[src/rtl/dma_sched_pkg.sv]
package dma_sched_pkg;

   typedef enum logic [1:0] {
      SRC_INTERNAL = 2'd0,
      SRC_EDGE     = 2'd1,
      SRC_LEVEL    = 2'd2
   } src_kind_e;

   function automatic logic [1:0] kind_of(input logic [63:0] kinds, input int idx);
      return kinds[2*idx +: 2];
   endfunction

endpackage

[src/rtl/dma_req_hold.sv]
module dma_req_hold
   import dma_sched_pkg::*;
#(
   parameter logic [1:0] KIND = SRC_INTERNAL
) (
   input  logic clk,
   input  logic rst_n,
   input  logic line,
   input  logic clr,
   input  logic ack,
   output logic live,
   output logic held
);

   localparam bit USE_CLR = (KIND == SRC_INTERNAL);
   localparam bit USE_ACK = (KIND == SRC_EDGE);
   localparam bit PASS    = (KIND == SRC_LEVEL);

   logic set_ev;
   logic held_q;
   logic held_nxt;
   logic clr_eff;
   logic ack_eff;

   generate
      if (KIND == SRC_EDGE) begin : g_edge
         logic line_q;
         always_ff @(posedge clk) begin
            if (!rst_n) line_q <= 1'b0;
            else        line_q <= line;
         end
         assign set_ev = line & ~line_q;
      end else if (KIND == SRC_INTERNAL) begin : g_int
         assign set_ev = line;
      end else begin : g_level
         assign set_ev = 1'b0;
      end
   endgenerate

   assign clr_eff  = USE_CLR & clr & ~line;
   assign ack_eff  = USE_ACK & ack;
   assign held_nxt = set_ev | (held_q & ~clr_eff & ~ack_eff);

   always_ff @(posedge clk) begin
      if (!rst_n) held_q <= 1'b0;
      else        held_q <= held_nxt;
   end

   assign live = PASS ? line : held_nxt;
   assign held = held_q;

endmodule

[src/rtl/dma_prio_pick.sv]
module dma_prio_pick #(
   parameter int N = 4
) (
   input  logic [N-1:0] req,
   output logic [N-1:0] pick
);

   always_comb begin
      logic found;
      found = 1'b0;
      pick  = '0;
      for (int i = 0; i < N; i++) begin
         if (req[i] && !found) begin
            pick[i] = 1'b1;
            found   = 1'b1;
         end
      end
   end

endmodule

[src/rtl/dma_grant_ctl.sv]
module dma_grant_ctl #(
   parameter int N = 4
) (
   input  logic         clk,
   input  logic         rst_n,
   input  logic         unit_done,
   input  logic [N-1:0] pick,
   output logic [N-1:0] grant,
   output logic [N-1:0] ack
);

   logic [N-1:0] grant_q;
   logic         boundary;

   assign boundary = (grant_q == '0) | unit_done;

   always_ff @(posedge clk) begin
      if (!rst_n)        grant_q <= '0;
      else if (boundary) grant_q <= pick;
   end

   assign ack   = grant_q & {N{unit_done}};
   assign grant = grant_q;

endmodule

[src/rtl/dma_chan_sched.sv]
module dma_chan_sched
   import dma_sched_pkg::*;
#(
   parameter int              NCH     = 4,
   parameter logic [2*NCH-1:0] CH_KIND = 8'b00_10_01_00
) (
   input  logic           clk,
   input  logic           rst_n,
   input  logic [NCH-1:0] req_in,
   input  logic [NCH-1:0] req_clr,
   input  logic           unit_done,
   output logic [NCH-1:0] grant
);

   localparam int KW = 2 * NCH;

   generate
      if (NCH < 2 || NCH > 32) begin : g_bad_nch
         $error("dma_chan_sched: NCH must lie in 2..32");
      end
   endgenerate

   logic [NCH-1:0] live_req;
   logic [NCH-1:0] held_req;
   logic [NCH-1:0] pick;
   logic [NCH-1:0] ack;

   generate
      for (genvar c = 0; c < NCH; c++) begin : g_ch
         localparam logic [1:0] K = CH_KIND[2*c +: 2];
         if (K == 2'd3) begin : g_bad_kind
            $error("dma_chan_sched: undefined source kind on a channel");
         end
         dma_req_hold #(.KIND(K)) u_hold (
            .clk   (clk),
            .rst_n (rst_n),
            .line  (req_in[c]),
            .clr   (req_clr[c]),
            .ack   (ack[c]),
            .live  (live_req[c]),
            .held  (held_req[c])
         );
      end
   endgenerate

   dma_prio_pick #(.N(NCH)) u_pick (
      .req  (live_req),
      .pick (pick)
   );

   dma_grant_ctl #(.N(NCH)) u_ctl (
      .clk       (clk),
      .rst_n     (rst_n),
      .unit_done (unit_done),
      .pick      (pick),
      .grant     (grant),
      .ack       (ack)
   );

   logic [KW-1:0] kind_unused;
   assign kind_unused = CH_KIND;

endmodule

[config.mk]
export PLATFORM = sky130hd
export DESIGN_NAME = dma_chan_sched
export DESIGN_NICKNAME = d
export VERILOG_FILES = /design/src/rtl/dma_sched_pkg.sv /design/src/rtl/dma_req_hold.sv /design/src/rtl/dma_prio_pick.sv /design/src/rtl/dma_grant_ctl.sv /design/src/rtl/dma_chan_sched.sv
export SDC_FILE = /design/constraint.sdc
export NUM_CORES = 1
export LEC_CHECK = 0
export BUFFER_PORTS_ARGS = -buffer_cell sky130_fd_sc_hd__buf_2
export CORE_AREA = 2 2 39 41
export DETAILED_ROUTE_END_ITERATION = 16
export DIE_AREA = 0 0 41 43
export GPL_TIMING_DRIVEN = 0
export REMOVE_ABC_BUFFERS = 1
export SLEW_MARGIN = 20
export SYNTH_ARGS = -nofsm -noshare
export SYNTH_HDL_FRONTEND = slang
export SYNTH_HIERARCHICAL = 1
export SYNTH_SLANG_ARGS = --single-unit
export TNS_END_PERCENT = 50
[constraint.sdc]
create_clock -name clk -period 2.04 [get_ports clk]
set_input_delay 0.408 -clock clk [delete_from_list [all_inputs] [get_ports clk]]
set_output_delay 0.408 -clock clk [all_outputs]
set_load 0.05 [all_outputs]
==> results_dict.tcl <==
set metrics [dict create \
    port_buffers 12 \
    hold_class "input pin to flop" \
    dp.cells 63 \
    grt_pass1_vias 301 \
    crit_required_ns 2.23 \
    cp-start-kind "flop" \
    die_h_um 43 \
    worst-r2r-setup-slack_ns 0.33 \
    hpwlAfterDp_um 541 \
    grt_pass1_wl_mm 1.24 \
    hold_violations 0 \
    cts_sinks 8 \
    start_util_pct 29.8 \
    p_per_area_nw_per_um2 745 \
    dpl_worst_slack_ns 0.146 \
    drt.antenna.violating_nets 0 \
    grt_antenna_before_repair 0 \
    finClkSkew_ns 0.00144 \
    clk_latency_ns 0.25 \
    drc 0 \
    wl_um 714 \
    netlist_instances 38 \
    grt_max_degree 9 \
    critPathKind "flop to flop" \
    grt_util_all_layers_pct 11.2 \
    core-area_um2 1380 \
    drv_slew 0 \
    crit_path_end_kind "flop" \
    ioPinCount 15 \
    grt_overflow 0 \
    n_antenna_cell 0 \
    wl_per_cell_um 10.8 \
    drt_pre_antenna_iters 1 \
    layoutNonFillerInstCount 66 \
    cts_hold_buf 0 \
    timing.fmax_mhz 586 \
    cts-htree-levels 1 \
    via_per_inst 4.53 \
    dieWidth_um 41 \
    post-route-min-period_ns 1.71 \
    globalplace.congestion 0.667 \
    cp_max_fo 6 \
    avgSynthCellArea_um2 10.9 \
    cp_data_arrival_time_ns 1.89 \
    post_cts_buffers 0 \
    worst_slew_pin_slew_ns 0.245 \
    clkSlewWorstSetupHoldPaths_ns 0.05 \
    die_area_um2 1760 \
    ir_drop_uv 342 \
    nNetsFinal 63 \
    cts_buffers 3 \
    status "complete, no violations" \
    setup-tns-final_ns 0 \
    setup_slack_ns 0.333 \
    area_growth_pct 20.3 \
    num_rows 14 \
    p_leak_nw 0.219 \
    drive_gt1_share_pct 38.0 \
    drv_cap 0 \
    rsz0062_at_grt "no" \
    cts_tree "yes" \
    slew_headroom_pct 83.6 \
    setup_viol 0 \
    vias 299 \
    ys_warn_count 6 \
    cts-resized-gates 0 \
    clockBufferDepth 2 \
    first_iter_violations 0 \
    fin_crit_sh_pct 83.7 \
    root_buffer "clkbuf_4" \
    syn_area_um2 413 \
]
[worst max-delay path, cell delays in order, from the launching register on]
cell      delay (ns)
dfxtp_1         0.39
and2_1          0.14
nand2b_1        0.13
nand2_1         0.10
nor4b_2         0.31
or4b_1          0.45
a21boi_1        0.12
[per-stage QoR]
| stage | power (mW) | utilization [%] | area, µm² | hold WS [ns] |
|---|---|---|---|---|
| finish | 0.370 | 35.9 | 497 | 0.371 |
| CTS | 0.379 | 35.9 | 497 | 0.366 |
| global route | 0.399 | 35.9 | 497 | 0.366 |
| floorplan | 0.230 | - | 394 | 0.463 |
| detailed placement | 0.254 | 34.3 | 474 | 0.479 |
| global placement | 0.253 | 34.3 | 474 | 0.475 |
[path summary, 6_finish.rpt]
check,startpoint,end,depth (start not counted)
worst max-delay path,u_ctl/grant[1],u_ctl/grant[3],6
worst min-delay path,req_in[0],g_ch[0].u_hold/held,2
worst max register to register,u_ctl/grant[1],u_ctl/grant[3],6
worst min register to register,g_ch[1].u_hold/held,g_ch[1].u_hold/held,2
[where the power goes]
| part | switching [mW] | internal [mW] |
|---|---|---|
| Sequential | 0.00719 | 0.168 |
| Clock | 0.0530 | 0.0673 |
| Combinational | 0.0435 | 0.0315 |
[per-layer routing]
| metal | vias up | GRT usage [%] | wire [µm] |
|---|---|---|---|
| li1 | 159 | - | - |
| met2 | 12 | 15.3 | 318 |
| met3 | 0 | 7.85 | 53 |
| met1 | 128 | 12.3 | 342 |
| met4 | 0 | 6.00 | 0 |
| met5 | - | 0 | 0 |
[cell usage in the layout (no fill, tap or decap)]
cell and count:
nor4b_2 1, or4b_1 4, mux2i_1 4, a21boi_2 1, or2_1 2, clkbuf_4 3
buf_2 12, nand2_1 1, nor2b_1 1, o21a_1 2, nor3b_1 1, nor2b_4 2
dfxtp_1 8, a21boi_1 4, nand2b_1 2, and2_1 2
[state kept, by name, summed over array words and instances (netlist names)]
register,cells
g_ch.u_hold/g_edge.line_q,1
g_ch.u_hold/held,3
u_ctl/grant,4
[layout make-up]
cell class                 count  area [µm²]
sequential                     8         160
multi-input combinational     27         234
tap                           16        20.0
clock buffer                   3        22.5
fill                         152         887
timing repair buffer          12        60.1
Power figures use the tool's default switching activity.
